==> config.mk <==
export PLATFORM = sky130hd
export DESIGN_NAME = tile_pix_decoder
export DESIGN_NICKNAME = d
export VERILOG_FILES = /design/src/rtl/tpd_pkg.sv /design/src/rtl/tpd_entry_sel.sv /design/src/rtl/tpd_addr_gen.sv /design/src/rtl/tpd_pixel_pick.sv /design/src/rtl/tile_pix_decoder.sv
export SDC_FILE = /design/constraint.sdc
export NUM_CORES = 1
export LEC_CHECK = 0
export ABC_AREA = 0
export CORE_ASPECT_RATIO = 0.9
export CORE_UTILIZATION = 35
export DETAILED_ROUTE_END_ITERATION = 6
export PLACE_DENSITY = 0.71
export SLEW_MARGIN = 20
export SYNTH_ARGS = -nofsm -noshare
export SYNTH_HDL_FRONTEND = slang
export SYNTH_SLANG_ARGS = --single-unit
export TNS_END_PERCENT = 100
==> constraint.sdc <==
create_clock -name clk -period 1.85 [get_ports clk]
set_clock_uncertainty 0.2 [all_clocks]
set_input_delay 0.4625 -clock clk [delete_from_list [all_inputs] [get_ports clk]]
set_output_delay 0.4625 -clock clk [all_outputs]
set_load 0.05 [all_outputs]
==> src/rtl/tpd_pkg.sv <==
package tpd_pkg;
  localparam int ENTRY_W = 16;
  localparam int DATA_W  = 32;
  localparam int IDX_W   = 15;
  localparam int POS_W   = 3;
  localparam int HI_W    = 11;

  typedef enum logic {
    DEPTH_8 = 1'b0,
    DEPTH_4 = 1'b1
  } depth_e;

  typedef struct packed {
    logic              valid;
    logic [2*ENTRY_W-1:0] pair;
    logic              right;
    depth_e            depth;
    logic [POS_W-1:0]  row;
    logic [POS_W-1:0]  col;
  } stage_req_t;

  typedef struct packed {
    logic             valid;
    depth_e           depth;
    logic [POS_W-1:0] col;
    logic [HI_W-1:0]  pal_hi;
  } stage_pix_t;
endpackage

==> src/rtl/tpd_entry_sel.sv <==
module tpd_entry_sel #(
  parameter int ENTRY_W = 16
) (
  input  logic [2*ENTRY_W-1:0] pair,
  input  logic                 right,
  output logic [ENTRY_W-1:0]   entry
);
  always_comb begin
    if (right) entry = pair[ENTRY_W-1:0];
    else       entry = pair[2*ENTRY_W-1:ENTRY_W];
  end
endmodule

==> src/rtl/tpd_addr_gen.sv <==
module tpd_addr_gen
  import tpd_pkg::*;
#(
  parameter int ADDR_W = 20
) (
  input  logic [ENTRY_W-1:0] entry,
  input  depth_e             depth,
  input  logic [POS_W-1:0]   row,
  input  logic [POS_W-1:0]   col,
  output logic [ADDR_W-1:0]  addr,
  output logic [HI_W-1:0]    pal_hi
);
  localparam int FULL_W = ENTRY_W + POS_W + 3;

  logic [FULL_W-1:0] addr4;
  logic [FULL_W-1:0] addr8;

  always_comb begin
    addr4 = {1'b0, 1'b0, entry[13:4], entry[3:0], entry[15], row, 2'b00};
    addr8 = {entry[14:0], row, col[POS_W-1], 2'b00};
    if (depth == DEPTH_4) begin
      addr   = addr4[ADDR_W-1:0];
      pal_hi = {entry[14], entry[13:4]};
    end else begin
      addr   = addr8[ADDR_W-1:0];
      pal_hi = {4'b0000, entry[14:8]};
    end
  end
endmodule

==> src/rtl/tpd_pixel_pick.sv <==
module tpd_pixel_pick
  import tpd_pkg::*;
(
  input  logic [DATA_W-1:0] word,
  input  depth_e            depth,
  input  logic [POS_W-1:0]  col,
  input  logic [HI_W-1:0]   pal_hi,
  output logic [IDX_W-1:0]  index
);
  localparam int NIB_CNT  = DATA_W / 4;
  localparam int BYTE_CNT = DATA_W / 8;

  logic [3:0] nib  [NIB_CNT];
  logic [7:0] lane [BYTE_CNT];

  genvar g;
  generate
    for (g = 0; g < NIB_CNT; g++) begin : g_nib
      assign nib[g] = word[DATA_W-1-4*g -: 4];
    end
    for (g = 0; g < BYTE_CNT; g++) begin : g_lane
      assign lane[g] = word[DATA_W-1-8*g -: 8];
    end
  endgenerate

  always_comb begin
    if (depth == DEPTH_4) index = {pal_hi, nib[col]};
    else                  index = {pal_hi[6:0], lane[col[1:0]]};
  end
endmodule

==> src/rtl/tile_pix_decoder.sv <==
module tile_pix_decoder
  import tpd_pkg::*;
#(
  parameter int ADDR_W = 20
) (
  input  logic                 clk,
  input  logic                 rst,
  input  logic                 req_valid,
  input  logic [2*ENTRY_W-1:0] req_pair,
  input  logic                 req_right,
  input  logic                 req_depth4,
  input  logic [POS_W-1:0]     req_row,
  input  logic [POS_W-1:0]     req_col,
  output logic                 mem_rd_en,
  output logic [ADDR_W-1:0]    mem_addr,
  input  logic [DATA_W-1:0]    mem_rd_data,
  output logic                 out_valid,
  output logic [IDX_W-1:0]     out_index
);
  stage_req_t s1;
  stage_pix_t s2;

  logic [ENTRY_W-1:0] entry;
  logic [HI_W-1:0]    pal_hi;
  logic [IDX_W-1:0]   index_c;

  always_ff @(posedge clk) begin
    if (rst) begin
      s1 <= '0;
    end else begin
      s1.valid <= req_valid;
      s1.pair  <= req_pair;
      s1.right <= req_right;
      s1.depth <= depth_e'(req_depth4);
      s1.row   <= req_row;
      s1.col   <= req_col;
    end
  end

  tpd_entry_sel #(.ENTRY_W(ENTRY_W)) u_sel (
    .pair  (s1.pair),
    .right (s1.right),
    .entry (entry)
  );

  tpd_addr_gen #(.ADDR_W(ADDR_W)) u_addr (
    .entry  (entry),
    .depth  (s1.depth),
    .row    (s1.row),
    .col    (s1.col),
    .addr   (mem_addr),
    .pal_hi (pal_hi)
  );

  assign mem_rd_en = s1.valid;

  always_ff @(posedge clk) begin
    if (rst) begin
      s2 <= '0;
    end else begin
      s2.valid  <= s1.valid;
      s2.depth  <= s1.depth;
      s2.col    <= s1.col;
      s2.pal_hi <= pal_hi;
    end
  end

  tpd_pixel_pick u_pick (
    .word   (mem_rd_data),
    .depth  (s2.depth),
    .col    (s2.col),
    .pal_hi (s2.pal_hi),
    .index  (index_c)
  );

  always_ff @(posedge clk) begin
    if (rst) begin
      out_valid <= 1'b0;
      out_index <= '0;
    end else begin
      out_valid <= s2.valid;
      if (s2.valid) out_index <= index_c;
    end
  end
endmodule

==> results of run 1 <==
[layout make-up]
class	count	area share (%)
timing repair buffer	133	32.2
multi-input combinational	174	30.2
sequential	73	29.9
tap	119	3.03
clock buffer	12	2.95
clock inverter	4	1.55
inverter	2	0.153
[Yosys cell counts, types with 2 or more instances]
| cell | n |
|---|---|
| dfxtp_1 | 73 |
| nor2b_1 | 55 |
| nor2_1 | 27 |
| mux2_2 | 20 |
| buf_4 | 18 |
| mux2i_1 | 16 |
| a211oi_1 | 14 |
| clkbuf_1 | 11 |
| mux4_2 | 10 |
| buf_2 | 6 |
| nor3_1 | 6 |
| a21oi_1 | 4 |
| nor3b_1 | 4 |
| nand2b_1 | 3 |
| inv_1 | 2 |
| mux4_1 | 2 |
| nand2_1 | 2 |
| o31ai_1 | 2 |
[metal layers]
| metal | share of wire [%] | routed length, microns |
|---|---|---|
| met5 | 0 | 0 |
| met4 | 0.91 | 63 |
| met3 | 7.7 | 530 |
| met2 | 49 | 3360 |
| met1 | 43 | 2960 |
[cells by family after synthesis]
family          count (synthesis)
simple gates                   98
flops                          73
mux                            48
buf+inv                        39
compound gates                 26
other cells                     1
[repair_timing]
item,4_1_cts,5_1_grt
gates cloned,1,0
pin swaps,1,0
buffers inserted,11,1
resized for setup,57,0
setup endpoints to repair,18,18
[power groups by stage]
stage / Combinational, mW / Clock, mW / Sequential (mW)
3_3_place_gp: 0.750 / 0 / 1.73
6_report: 0.852 / 1.36 / 1.70
2_1_floorplan: 0.390 / 0 / 1.77
5_1_grt: 0.901 / 1.48 / 1.71
3_5_place_dp: 0.758 / 0 / 1.74
4_1_cts: 0.858 / 1.41 / 1.70
[registers in the layout, indices dropped and copies added, names as in the netlist]
signal / count
mem_rd_en: 1
out_index: 15
out_valid: 1
s1: 40
s2: 16
[metrics by stage]
stage / instances / hold slack, ns / utilization, % / instance area [sq um] / setup slack, ns
final: 517 / 0.239 / 57.4 / 4920 / -0.180
after global routing: 517 / 0.257 / 57.4 / 4920 / -0.240
after CTS: 516 / 0.244 / 57.3 / 4910 / -0.213
after detailed placement: 488 / 0.227 / 51.0 / 4370 / -0.160
after global placement: 488 / 0.223 / 51.0 / 4370 / -0.119
after floorplan: 286 / 0.214 / - / 3100 / 0.00368
[critical path: stages (launching register included)]
cell     delay (ns)
dfxtp_4        0.40
buf_12         0.15
mux2_4         0.32
buf_8          0.15
[final timing paths]
kind | cells past startpoint | endpoint | slack (ns) | from
worst min register to register | 1 | s2[11] | 0.24 | s1[0]
worst max register to register | 4 | out_index[4] | 0.13 | s2[11]
worst max-delay path | 3 | mem_addr[10] | -0.18 | s1[7]
worst min-delay path | 1 | s2[11] | 0.24 | s1[0]
==> key figures, run 1 <==
Finish
  – Register area: about 1500 sq um
  – Ant diodes: 0
  – Area of the multi-input gates: 1490 sq um
  – Filler cells: roughly 750
  – Most frequent cells in the layout: clkdlybuf4s50_1 (73), dfxtp_1 (71), nor2b_1 (55), nor2_1 (27), buf_12 (21)
  – # nets final: roughly 470
  – Layout cells sized above 1: between 20% and 30%
  – Commonest non-fill, non-tap cell in the layout: clkdlybuf4s50_1
  – Area delta synth->final: 59.3%

STA
  – Unrepaired setup endpoints after global routing: true
  – Slew Limit Fails: 0
  – PnR worst setup slack: -0.180 ns
  – FMAX: 492 MHz
  – Setup TNS: -2.54 ns
  – Count of final hold-check violations: 0
  – Crit path time final: between 2 and 2.5 ns
  – Final setup viols: 15
  – Period utilization: 110%

Setup path
  – CP required: 1.19 ns
  – CP Launch Type: flip-flop
  – WS Path Type: flip-flop to primary output
  – Setup crit end kind: primary output
  – Crit-path max FO: 8
  – Critical Path AT: between 1 and 1.5 ns

Status
  – Status: finished, violations left
  – Failing checks: negative setup slack

Place
  – Port buffer count: roughly 110
  – Detail Placement HPWL: 5.13 mm
  – Routability cong.: 0.773

Logic synthesis
  – Largest area contributor in the netlist: dfxtp_1
  – Simple-gate share of the synthesized area: between 10% and 20%
  – Synth top area cells: dfxtp_1 (47%), nor2b_1 (11%), mux2_2 (7.3%)
  – Synth top area share: 47.3%
  – Sequential fraction of the synthesis area: between 40% and 50%
  – Yosys warns: 0
  – Yosys reg bits: 73
  – Post-Synth Adder-Cell Area: 0%
  – Post-Synth XOR/XNOR Area: 0%
  – Number of synthesized flops with an enable pin: 0
  – Synthesized area: between 3000 and 4000 sq um
  – Asr flop ratio synth: 0%
  – Complex-gate fraction of the synthesized area: around 6.2%
  – Cell count after synthesis: approximately 290
  – Top FF cell, synth: dfxtp_1
  – Distinct cells, synth: 28
  – Syn Area/Cell: about 11 sq um
  – Largest family of logic cells by synthesized area: multiplexers
  – Mux cell area share after synthesis: 21.5%

Drt
  – Vias per cell: approximately 4.5
  – 1st-iter DRT viols: 48
  – DRC: 0
  – WL/cell: between 10 and 15 microns
  – Vias post-DR: between 2k and 2.5k
  – Post-DRT Antenna Nets: 0
  – Final wirelength: approximately 7 mm
  – First-pass detailed-route iteration total: 4

Global routing
  – Total global-route track usage: 15.8%
  – Busiest grt layer: met2
  – First-pass GRT wire length: between 10 and 15 mm
  – Antenna violations before repair: 0
  – Largest net degree at the start of global routing: 55
  – GRT Residual Overflow: 0
  – GR Layer Usage met2: around a quarter
  – Met1 Resource Use GR: 18.7%
  – Vias in the first global route: roughly 2.3k
  – GR Util met3: between 6 and 7%

Power and ir drop
  – Seq pwr share: between 40% and 50%
  – Net Sw Frac: ~25%
  – Int Pwr: just under 3 mW
  – Switching power total: slightly below 1 mW
  – Leakage: around 1.9 nW
  – Design Power: roughly 4 mW
  – Clock share of power: between 30% and 40%
  – Cell area power density: between 700 and 800 nW/um^2
  – Comb power frac: 21.8%
  – Worst vdd ir: about 0.58 mV

Floorplan
  – Core Box Area: approximately 8600 sq um
  – I/O pin count: 112
  – Height of the die: between 90 and 100 microns
  – Number of cell rows: 32
  – Die span in x: 101 microns
  – Initial Util: a little over a third
  – DIE AREA: 9200 sq um

Clock tree
  – Clk slew on worst S/H paths: 0.08 ns
  – Root buffer cell: clkbuf_8
  – CTS Sinks: between 70 and 80
  – Clock Path Buffers: 2
  – H-tree levels: 3
  – CTS tree: done
  – Worst-Skew Late Latency: around 0.34 ns
  – Inserted Clock Buffers: 9
  – Hold_buf cts: 0

Flow run
  – Max_cap viols: 0

Min path
  – Hold WC Path Type: flip-flop to flip-flop
Power figures use the tool's default switching activity.
==> run 2, diff against run 1 <==
--- a/config.mk
+++ b/config.mk
@@ -5,11 +5,12 @@
 export SDC_FILE = /design/constraint.sdc
 export NUM_CORES = 1
 export LEC_CHECK = 0
-export ABC_AREA = 0
+export ABC_AREA = 1
 export CORE_ASPECT_RATIO = 0.9
-export CORE_UTILIZATION = 35
+export CORE_UTILIZATION = 40
 export DETAILED_ROUTE_END_ITERATION = 6
-export PLACE_DENSITY = 0.71
+export GPL_TIMING_DRIVEN = 0
+export PLACE_DENSITY = 0.79
 export SLEW_MARGIN = 20
 export SYNTH_ARGS = -nofsm -noshare
 export SYNTH_HDL_FRONTEND = slang
==> key figures, run 2 <==
Place
  – Detail Placement HPWL: 6.26 mm
  – Placed cell count: ~650
  – Dpl ws: -0.702 ns
  – Routability cong.: ~0.85
  – Port buffer count: 109

Min path
  – Hold WC Path Type: flip-flop to flip-flop
  – Hold Crit Endpoint: s2[11]
  – WHS Path Cells: 2
  – Min-delay src: s1[0]

Floorplan
  – Initial Util: between 40% and 50%
  – DIE AREA: 8160 sq um
  – Height of the die: ~86 microns
  – I/O pin count: 112
  – Core Box Area: approximately 7500 sq um
  – Number of cell rows: 30
  – Die span in x: between 90 and 100 microns

Logic synthesis
  – Synth top area share: ~47%
  – Sequential fraction of the synthesis area: 46.8%
  – Synthesized area: 3120 sq um
  – Synth top area cells: dfxtp_1 (47%), nand2_1 (13%), nand3_1 (7.4%)
  – Top FF cell, synth: dfxtp_1
  – Asr flop ratio synth: 0%
  – Largest area contributor in the netlist: dfxtp_1
  – Distinct cells, synth: 23
  – Yosys warns: 0
  – Top-count cell post-synth: nand2_1
  – Yosys reg bits: 73
  – Number of synthesized flops with an enable pin: 0
  – Syn Area/Cell: between 7 and 8 sq um
  – Cell count after synthesis: 440
  – Synth cell count leaders: nand2_1 (106), dfxtp_1 (73), inv_1 (57)

Setup path
  – Setup crit end kind: primary output
  – WS Path Type: flip-flop to primary output
  – CP Launch Type: flip-flop
  – CP required: ~1.2 ns
  – CP cell instances: inv_6 -> buf_6 -> or2_4 -> o21ai_4 -> inv_2 -> buf_8
  – R2R depth: 8
  – Worst path bufs/invs: 4
  – FF-to-FF setup slack: about 0.33 ns
  – Crit-path max FO: 7
  – Slowest cell on the critical path: dfxtp_4
  – Worst reg2reg startpoint: s2[12]
  – Reg2reg end: out_index[1]
  – Worst path max stage delay: about 0.39 ns
  – Crit path max-delay family: flip-flops
  – Critical Path AT: about 1.4 ns

Status
  – Failing checks: negative setup slack
  – Status: finished, violations left

STA
  – Unrepaired setup endpoints after global routing: true
  – Final setup viols: 15
  – Slew Limit Fails: 0
  – FMAX: ~480 MHz
  – Period utilization: 112%
  – Setup TNS: -1.96 ns
  – Crit path time final: between 2 and 2.5 ns
  – Count of final hold-check violations: 0
  – PnR worst setup slack: -0.220 ns

Finish
  – Filler cells: ~660
  – Non-filler cells, final: 665
  – Max reg flops: 40
  – Largest regs: s1 x40, s2 x16, out_index x15
  – Area delta synth->final: 51.5%
  – Reg with most FFs: s1
  – Most frequent cells in the layout: nand2_1 (98), clkdlybuf4s50_1 (74), dfxtp_1 (71), nor2_1 (51), inv_1 (50)
  – Ant diodes: 0
  – # nets final: 639
  – Commonest non-fill, non-tap cell in the layout: nand2_1
  – Layout cells sized above 1: 20.6%

Power and ir drop
  – Cell area power density: ~820 nW/um^2
  – Design Power: between 3 and 4 mW
  – Leakage: between 2 and 2.5 nW
  – Worst vdd ir: around 0.49 mV

Flow run
  – Max_cap viols: 0

Global routing
  – Antenna violations before repair: 0
  – Vias in the first global route: ~3k
  – GRT Residual Overflow: 0
  – Largest net degree at the start of global routing: 14
  – Total global-route track usage: ~22%
  – First-pass GRT wire length: between 10 and 15 mm

Clock tree
  – Worst-Skew Late Latency: roughly 0.34 ns
  – CTS tree: done
  – Clk slew on worst S/H paths: roughly 0.08 ns
  – Clock Path Buffers: 2
  – CTS Sinks: between 70 and 80
  – H-tree levels: 3
  – Inserted Clock Buffers: 9
  – Root buffer cell: clkbuf_8

Drt
  – Post-DRT Antenna Nets: 0
  – DRC: 0
  – Final wirelength: 8.66 mm
  – First-pass detailed-route iteration total: 4
  – Vias post-DR: 3,151
  – 1st-iter DRT viols: about 110
  – Vias per cell: approximately 4.7
  – WL/cell: 13.0 microns
-- run 2: cell count changes in the layout (fill, tap and decap cells not counted), moves of 14 or more --
cell	delta
o21ai_0	+17
nand3_1	+46
nand2_1	+96
mux2i_1	-14
a211oi_1	-14
nor2b_1	-55
buf_12	-20
mux2_4	-17
nor2_1	+24
inv_1	+48
a21oi_1	+21
-- run 2: cell families (layout without fill, tap and decap cells) --
kind of cell	after synthesis	in the layout	synth area share (%)
AND/OR/NAND/NOR	211	211	27.9
other	1	2	0.120
flip-flops	73	73	46.8
AO/OA/AOI/OAI	56	56	9.42
buffers and inverters	98	226	15.4
multiplexers	1	1	0.321
-- run 2: per-layer routing --
layer / part of all wire, % / GRT usage (%) / vias to the layer above
met5: 0 / 0 / -
met4: 1.0 / 6.61 / 0
met3: 8.6 / 5.94 / 10
met2: 47 / 36.2 / 131
met1: 44 / 28.3 / 1416
li1: - / - / 1594
-- run 2: worst max-delay path by stage --
| stage | to | start | slack (ns) | depth (start not counted) |
|---|---|---|---|---|
| floorplan | mem_addr[4] | s1[6] | -0.05 | 2 |
| global placement | mem_addr[18] | s1[7] | -0.69 | 6 |
| detailed placement | mem_addr[18] | s1[7] | -0.70 | 6 |
| CTS | mem_addr[19] | s1[7] | -0.26 | 6 |
| global route | mem_addr[19] | s1[7] | -0.26 | 6 |
| finish | mem_addr[19] | s1[7] | -0.22 | 6 |
-- run 2: tightest hold or removal path: stages, from the launching register on --
cell and delay, ns:
dfxtp_1 0.30, inv_1 0.04, nor2_1 0.03
-- run 2: power breakdown --
group | switching, mW | internal [mW] | total (mW)
Combinational | 0.452 | 0.381 | 0.834
Clock | 0.595 | 0.767 | 1.36
Sequential | 0.0425 | 1.65 | 1.69
Total | 1.09 | 2.80 | 3.89
-- run 2: timing repair --
item	4_1_cts	5_1_grt
gates cloned	1	0
resized for setup	200	36
setup buffers	9	3
hold buffers	0	0
pin swaps	4	9
endpoints found under the setup margin	35	27
-- run 2: cell type report --
type / instances / area, sq um / share of cell area, %
Clock inverter: 6 / 90.1 / 1.91
Tap cell: 96 / 120 / 2.54
Clock buffer: 10 / 128 / 2.70
Timing Repair Buffer: 122 / 1240 / 26.3
Sequential cell: 73 / 1470 / 31.1
Inverter: 61 / 239 / 5.05
Multi-Input combinational cell: 270 / 1260 / 26.8
Buffer: 27 / 176 / 3.73
-- run 2: stage by stage --
stage / cell area, sq um / utilization (%) / hold WS (ns)
after floorplan: 3130 / - / 0.188
after detailed placement: 4340 / 57.6 / 0.207
after global routing: 4730 / 62.7 / 0.253
after global placement: 4340 / 57.6 / 0.191
final: 4730 / 62.7 / 0.224
after CTS: 4710 / 62.4 / 0.227
